--- src/rtl/srcid_pkg.sv ---
package srcid_pkg;

    localparam int unsigned GROUP_BITS_DEF = 8;

    typedef enum logic {
        LINE_PLAIN = 1'b0,
        LINE_IDENT = 1'b1
    } line_mode_e;

    typedef struct packed {
        logic shift;
        logic gated;
    } gate_ctl_t;

    function automatic logic fall_seen(input logic prev, input logic now);
        return prev && !now;
    endfunction

endpackage

--- src/rtl/srcid_shreg.sv ---
module srcid_shreg #(
    parameter int unsigned W = 16
) (
    input  logic         clk,
    input  logic         rst,
    input  logic         load,
    input  logic [W-1:0] load_word,
    input  logic         shift,
    output logic         head
);
    logic [W-1:0] sr_q;

    always_ff @(posedge clk) begin
        if (rst) begin
            sr_q <= '0;
        end else if (load) begin
            sr_q <= load_word;
        end else if (shift) begin
            sr_q <= {sr_q[W-2:0], 1'b0};
        end
    end

    assign head = sr_q[W-1];

    p_load_wins_r6: assert property (@(posedge clk) disable iff (rst)
        load |=> (sr_q == $past(load_word)));

    p_shift_step_r3: assert property (@(posedge clk) disable iff (rst)
        (shift && !load) |=> (sr_q == {$past(sr_q[W-2:0]), 1'b0}));

    p_hold_r8: assert property (@(posedge clk) disable iff (rst)
        (!shift && !load) |=> $stable(sr_q));

endmodule

--- src/rtl/srcid_gate.sv ---
module srcid_gate
    import srcid_pkg::*;
(
    input  logic clk,
    input  logic rst,
    input  logic id_clk,
    input  logic head,
    output logic shift,
    output logic id_bit
);
    logic      id_clk_q;
    gate_ctl_t ctl;

    always_comb begin
        ctl.shift = fall_seen(id_clk_q, id_clk);
        ctl.gated = head & id_clk;
    end

    always_ff @(posedge clk) begin
        if (rst) begin
            id_clk_q <= 1'b0;
            id_bit   <= 1'b0;
        end else begin
            id_clk_q <= id_clk;
            id_bit   <= ctl.gated;
        end
    end

    assign shift = ctl.shift;

    p_gate_low_r4: assert property (@(posedge clk) disable iff (rst)
        !id_clk |=> !id_bit);

    p_gate_pass_r4: assert property (@(posedge clk) disable iff (rst)
        id_clk |=> (id_bit == $past(head)));

    p_shift_on_fall_r3: assert property (@(posedge clk) disable iff (rst)
        shift |-> !id_clk);

endmodule

--- src/rtl/srcid_linectl.sv ---
module srcid_linectl
    import srcid_pkg::*;
(
    input  logic clk,
    input  logic rst,
    input  logic load,
    input  logic line_sel,
    output logic id_en
);
    line_mode_e mode_q;

    always_ff @(posedge clk) begin
        if (rst) begin
            mode_q <= LINE_PLAIN;
        end else if (load) begin
            mode_q <= line_sel ? LINE_IDENT : LINE_PLAIN;
        end
    end

    assign id_en = (mode_q == LINE_IDENT);

    p_en_held_r7: assert property (@(posedge clk) disable iff (rst)
        !load |=> $stable(id_en));

    p_en_sampled_r7: assert property (@(posedge clk) disable iff (rst)
        load |=> (id_en == $past(line_sel)));

endmodule

--- src/rtl/srcid_serializer.sv ---
module srcid_serializer
    import srcid_pkg::*;
#(
    parameter int unsigned GROUP_W = GROUP_BITS_DEF
) (
    input  logic               clk,
    input  logic               rst,
    input  logic [GROUP_W-1:0] cfg_upper,
    input  logic [GROUP_W-1:0] cfg_lower,
    input  logic               line_load,
    input  logic               id_clk,
    input  logic               line_sel,
    output logic               id_bit,
    output logic               id_en
);
    localparam int unsigned ID_W = 2 * GROUP_W;

    logic [ID_W-1:0] word;
    logic            head;
    logic            shift;

    assign word = {cfg_upper, cfg_lower};

    srcid_shreg #(.W(ID_W)) u_shreg (
        .clk       (clk),
        .rst       (rst),
        .load      (line_load),
        .load_word (word),
        .shift     (shift),
        .head      (head)
    );

    srcid_gate u_gate (
        .clk    (clk),
        .rst    (rst),
        .id_clk (id_clk),
        .head   (head),
        .shift  (shift),
        .id_bit (id_bit)
    );

    srcid_linectl u_linectl (
        .clk      (clk),
        .rst      (rst),
        .load     (line_load),
        .line_sel (line_sel),
        .id_en    (id_en)
    );

    p_reset_quiet_r1: assert property (@(posedge clk)
        rst |=> (!id_bit && !id_en));

endmodule

--- config.mk ---
export PLATFORM = sky130hd
export DESIGN_NAME = srcid_serializer
export DESIGN_NICKNAME = d
export VERILOG_FILES = /design/src/rtl/srcid_pkg.sv /design/src/rtl/srcid_shreg.sv /design/src/rtl/srcid_gate.sv /design/src/rtl/srcid_linectl.sv /design/src/rtl/srcid_serializer.sv
export SDC_FILE = /design/constraint.sdc
export NUM_CORES = 1
export LEC_CHECK = 0
export ABC_AREA = 1
export CAP_MARGIN = 0
export CELL_PAD_IN_SITES_DETAIL_PLACEMENT = 1
export CELL_PAD_IN_SITES_GLOBAL_PLACEMENT = 2
export CORE_ASPECT_RATIO = 0.9
export CORE_MARGIN = 5
export CORE_UTILIZATION = 24
export CTS_CLUSTER_DIAMETER = 60
export DETAILED_ROUTE_END_ITERATION = 8
export GPL_ROUTABILITY_DRIVEN = 0
export HOLD_SLACK_MARGIN = 0.05
export PLACE_DENSITY = 0.72
export REMOVE_ABC_BUFFERS = 1
export SLEW_MARGIN = 30
export SYNTH_ARGS = -nofsm -noshare
export SYNTH_HDL_FRONTEND = slang
export SYNTH_SLANG_ARGS = --single-unit
--- constraint.sdc ---
create_clock -name clk -period 0.8 [get_ports clk]
set_input_delay 0.16 -clock clk [delete_from_list [all_inputs] [get_ports clk]]
set_output_delay 0.16 -clock clk [all_outputs]
set_load 0.005 [all_outputs]
==> flow_summary_export.csv, run 1 <==
group,metric,value,unit
detailed_routing,drt-pass1-iter-count,3,
floorplan,num_rows,22,
timing,final_max_slew_viol_count,0,
floorplan,die-area,5420,sq um
floorplan,fp.dieH,70.3,microns
final_layout,diodes,0,
detailed_routing,drt-initial-drc-count,36,
timing,post-route-min-period,861,ps
clocking,cts.clk_slew.worst_paths,80,ps
worst_setup_path,cp-start-kind,"flop",
synth,synth_top_cell_area_share,39.2,%
grt,use_met1,12.3,%
detailed_routing,routed_via_density,4.44,
power,finalPower,2.14,mW
detailed_routing,post_drt_wl_per_cell,12.2,microns
status,status,"complete, but fails checks",
grt,antenna_found_initial,0,
floorplan,die_w,77.0,microns
grt,gr-usage-met2,16.9,%
status,violations,"negative setup slack",
floorplan,core_area,3990,sq um
worst_setup_path,cp_data_arrival_time,1010,ps
synth,ys_seq_area_share,39.2,%
final_layout,layout_common_cells,"61 x nand2_1, 18 x clkdlybuf4s50_1, 17 x dfxtp_1",
detailed_routing,ant_nets,0,
synth,synth_top_cell_by_area,"dfxtp_1",
synth,synth-seq-cells,19,
clocking,cts_buffers,3,
power,ir_drop,802,uV
clocking,hold_buffers,0,
timing,post-route-period-util,108,%
floorplan,start_util,24.3,%
clocking,cts_sinks,19,
clocking,cts_max_path_buffers,2,
final_layout,synthToLayoutAreaGrowth,45.6,%
detailed_routing,num_vias,937,
timing,rsz0062_at_grt,"true",
grt,grt_pass1_vias,1000,
final_layout,layout_commonest_cell,"nand2_1",
synth,yosysWarnings,0,
synth,synth_area_leaders,"dfxtp_1 39%, nand2_1 25%, a21oi_2 12%",
floorplan,ioPinCount,23,
synth,syn_avg_cell_area,7.41,sq um
clocking,clock_latency,250,ps
placement,hpwl,1.71,mm
synth,synthCells,131,
worst_setup_path,cp_max_fo,7,
run,max_cap_violations,0,
clocking,cts_tree,"yes",
timing,slew_headroom,90.7,%
hold_path,hp-class,"in2reg",
worst_setup_path,crit_required,950,ps
grt,groute.layer.met3.usage,4.25,%
grt,grt_max_degree,20,
final_layout,fin_util,35.4,%
clocking,cts_root_buf,"clkbuf_8",
worst_setup_path,crit_type,"reg2reg",
placement,dp_slack,-578,ps
final_layout,fill_cells,478,
final_layout,drive_above_1_share,29.4,%
timing,timing.fmax,1160,MHz
synth,yosysUniqueCellTypes,13,
grt,busiest_layer,"met2",
timing,finalSetupViolations,18,
final_layout,fin_nets,185,
power,power.density,1520,nW/um^2
grt,grt_usage,9.90,%
detailed_routing,wirelength,2.57,mm
timing,fin_worst_skew,1.40,ps
grt,grt_pass1_wl,4.46,mm
worst_setup_path,cp-end-kind,"flop",
power,power.leakage,0.580,nW
detailed_routing,remaining_drc_errors,0,
clocking,htree_levels,1,
timing,setup_ws,-60.9,ps
synth,syn_area,971,sq um
placement,io_buffers,22,
timing,max_slew.worst_pin.slew,140,ps
grt,grt-ovfl-total,0,
timing,hold_violations,0,
-- cell families (layout without fill, tap and decap cells) --
logic type | count (synthesis) | in the layout | share of synthesized area, %
buffers and inverters | 11 | 42 | 11.0
flip-flops | 19 | 19 | 39.2
AND/OR/NAND/NOR | 84 | 85 | 36.1
AO/OA/AOI/OAI | 17 | 17 | 13.8
-- through the flow --
| stage | cells | cell area [sq um] | TNS, ps | hold slack (ps) |
|---|---|---|---|---|
| CTS | 211 | 1410 | -986 | 297 |
| detailed placement | 201 | 1280 | -10080 | 433 |
| floorplan | 122 | 880 | -260 | 222 |
| global route | 211 | 1410 | -1630 | 295 |
| global placement | 201 | 1280 | -9640 | 427 |
| finish | 211 | 1410 | -806 | 304 |
-- registers in the layout (all words and copies together), names as in the netlist --
register / count
u_shreg.sr_q: 16
u_gate.id_bit: 1
u_gate.id_clk_q: 1
u_linectl.id_en: 1
-- worst paths after layout --
kind                    startpoint               end  slack [ps]  cells past startpoint
hold / removal              id_clk     u_gate.id_bit         300                      3
setup / recovery   u_gate.id_clk_q  u_shreg.sr_q[11]         -60                      4
hold reg to reg   u_shreg.sr_q[15]     u_gate.id_bit         440                      2
setup reg to reg   u_gate.id_clk_q  u_shreg.sr_q[11]         -60                      4
-- cells in the mapped netlist --
cell type / n
nand2_1: 64
dfxtp_1: 19
nand3_1: 16
a21oi_2: 13
a21oi_1: 4
buf_4: 3
buf_6: 3
buf_8: 2
nand2_4: 2
nor2_1: 2
buf_2: 1
inv_1: 1
inv_8: 1
-- layout make-up --
class	count	area [sq um]	share of cell area [%]
tap	48	60.1	4.25
inverter	2	15.0	1.06
multi-input combinational	102	541	38.2
sequential	19	383	27.1
timing repair buffer	36	369	26.1
clock buffer	3	41.3	2.92
clock inverter	1	5.00	0.354
-- power by group --
part	internal [mW]	total [mW]	switching (mW)
logic	0.233	0.443	0.209
registers	0.994	1.02	0.0288
clock network	0.346	0.677	0.331
total	1.57	2.14	0.569
-- worst max-delay path, cell delays in order (launching register included) --
cell     delay (ps)
dfxtp_2         370
nand2_8         100
buf_4           160
nand3_1          80
a21oi_2          60
-- per-layer routing --
layer	share of wire (%)	wire (microns)
met3	4.8	124
met5	0	0
met2	47	1200
met1	48	1250
met4	0	0
-- repair_timing --
action / 4_1_cts / 5_1_grt
endpoints found under the setup margin: 19 / 18
setup buffers: 5 / 0
pin swaps: 5 / 0
cloned: 1 / 0
resized for setup: 24 / 2
Power figures use the tool's default switching activity.
==> run 2: changes to the inputs <==
ABC_CLOCK_PERIOD_IN_PS = 800   (was unset)
CORE_MARGIN = 2   (was 5)
==> flow_summary_export.csv, run 2 (synthesized netlist as in run 1, its figures left out) <==
group,metric,value,unit
timing,timing.fmax,1140,MHz
floorplan,num_rows,21,
timing,post-route-min-period,879,ps
grt,antenna_found_initial,0,
detailed_routing,remaining_drc_errors,0,
final_layout,drive_above_1_share,30.9,%
timing,finalSetupViolations,18,
grt,grt_pass1_wl,4.20,mm
detailed_routing,drt-pass1-iter-count,4,
floorplan,start_util,25.5,%
final_layout,largest_register_ffs,16,
power,power.leakage,0.585,nW
final_layout,top_register,"u_shreg.sr_q",
final_layout,layout_commonest_cell,"nand2_1",
detailed_routing,drt-initial-drc-count,24,
final_layout,fin_nets,184,
timing,setup_ws,-79.0,ps
timing,fin_worst_skew,5.01,ps
clocking,cts_sinks,19,
status,status,"complete, but fails checks",
worst_setup_path,cp_max_fo,5,
detailed_routing,ant_nets,0,
placement,hpwl,1.73,mm
status,violations,"negative setup slack",
detailed_routing,post_drt_wl_per_cell,12.4,microns
placement,io_buffers,22,
floorplan,die_w,71.0,microns
timing,setup_tns,-875,ps
timing,slew_headroom,90.0,%
clocking,htree_levels,1,
worst_setup_path,cp_data_arrival_time,1080,ps
detailed_routing,num_vias,946,
timing,rsz0062_at_grt,"true",
grt,grt_max_degree,20,
clocking,clock_latency,260,ps
final_layout,layout_common_cells,"64 x nand2_1, 18 x clkdlybuf4s50_1, 17 x dfxtp_1",
final_layout,synthToLayoutAreaGrowth,48.3,%
power,ir_drop,781,uV
clocking,cts_tree,"yes",
detailed_routing,wirelength,2.58,mm
worst_setup_path,crit_type,"reg2reg",
clocking,cts_root_buf,"clkbuf_8",
grt,grt-ovfl-total,0,
final_layout,diodes,0,
run,max_cap_violations,0,
hold_path,hp-class,"in2reg",
floorplan,fp.dieH,64.3,microns
worst_setup_path,cp-start-kind,"flop",
final_layout,fin_util,37.8,%
worst_setup_path,cp-end-kind,"flop",
timing,hold_violations,0,
detailed_routing,routed_via_density,4.55,
floorplan,ioPinCount,23,
worst_setup_path,crit_required,1000,ps
timing,post-route-period-util,110,%
floorplan,core_area,3810,sq um
power,power.density,1510,nW/um^2
timing,final_max_slew_viol_count,0,
timing,max_slew.worst_pin.slew,151,ps
timing,holdWs,284,ps
grt,grt_pass1_vias,894,
final_layout,fill_cells,451,
clocking,cts.clk_slew.worst_paths,80,ps
floorplan,die-area,4570,sq um
clocking,cts_buffers,3,
clocking,cts_max_path_buffers,2,
grt,grt_usage,11.6,%
==> run 2: cell types whose count changed in the layout (fill, tap and decap cells not counted) <==
cell,delta
nand2_1,+3
buf_2,+1
buf_4,-1
nand3_2,+6
nand3_1,-6
clkbuf_16,+1
nand2_2,-3
clkdlybuf4s15_2,+1
clkbuf_2,-1
buf_6,-2
==> run 2: what timing repair did <==
action	in CTS	in global routing
hold endpoints to repair	0	0
pin swaps	2	1
setup buffers	0	0
gates cloned	0	2
setup endpoints to repair	19	18
resized for setup	26	1
hold buffers	0	0
==> run 2: per-stage QoR <==
step / instances / total power [mW] / worst slack [ps] / cell area [sq um]
floorplan: 122 / 1.20 / -18.6 / 880
finish: 208 / 2.17 / -79.0 / 1440
CTS: 206 / 2.18 / -70.0 / 1400
global route: 208 / 2.28 / -114 / 1440
detailed placement: 202 / 1.46 / -608 / 1300
global placement: 202 / 1.45 / -569 / 1300
==> run 2: layout make-up <==
class / count / area (sq um) / share of cell area (%)
Clock buffer: 3 / 41.3 / 2.87
Clock inverter: 1 / 5.00 / 0.348
Inverter: 2 / 15.0 / 1.04
Multi-Input combinational cell: 102 / 563 / 39.1
Sequential cell: 19 / 383 / 26.6
Tap cell: 46 / 57.6 / 4.00
Timing Repair Buffer: 35 / 375 / 26.1
==> run 2: where the power goes <==
group	internal [mW]	switching, mW	total, mW
registers	0.994	0.0312	1.03
clock network	0.347	0.351	0.698
logic	0.236	0.209	0.445
==> run 2: final timing paths <==
check | from | endpoint | slack [ps] | cells after the start
min reg2reg | u_shreg.sr_q[15] | u_gate.id_bit | 460 | 2
max reg2reg | u_gate.id_clk_q | u_shreg.sr_q[13] | -80 | 4
min | id_clk | u_gate.id_bit | 280 | 3
max | u_gate.id_clk_q | u_shreg.sr_q[13] | -80 | 4
==> run 2: metal layers <==
layer / share of wire (%) / global-route usage, %
met5: 0 / 0
met4: 0 / 2.59
met3: 5.6 / 3.79
met2: 49 / 19.4
met1: 45 / 14.4
==> run 2: worst max-delay path, stage by stage (launching register included) <==
cell and delay, ps:
dfxtp_2 350, nand2_8 110, clkbuf_16 160, nand3_2 60, a21oi_2 140
==> run 3: changes to the inputs <==
CTS_CLUSTER_SIZE = 10   (was unset)
==> results of run 3 <==
Same layout as run 2: the final DEF is identical, and so are final timing and power.
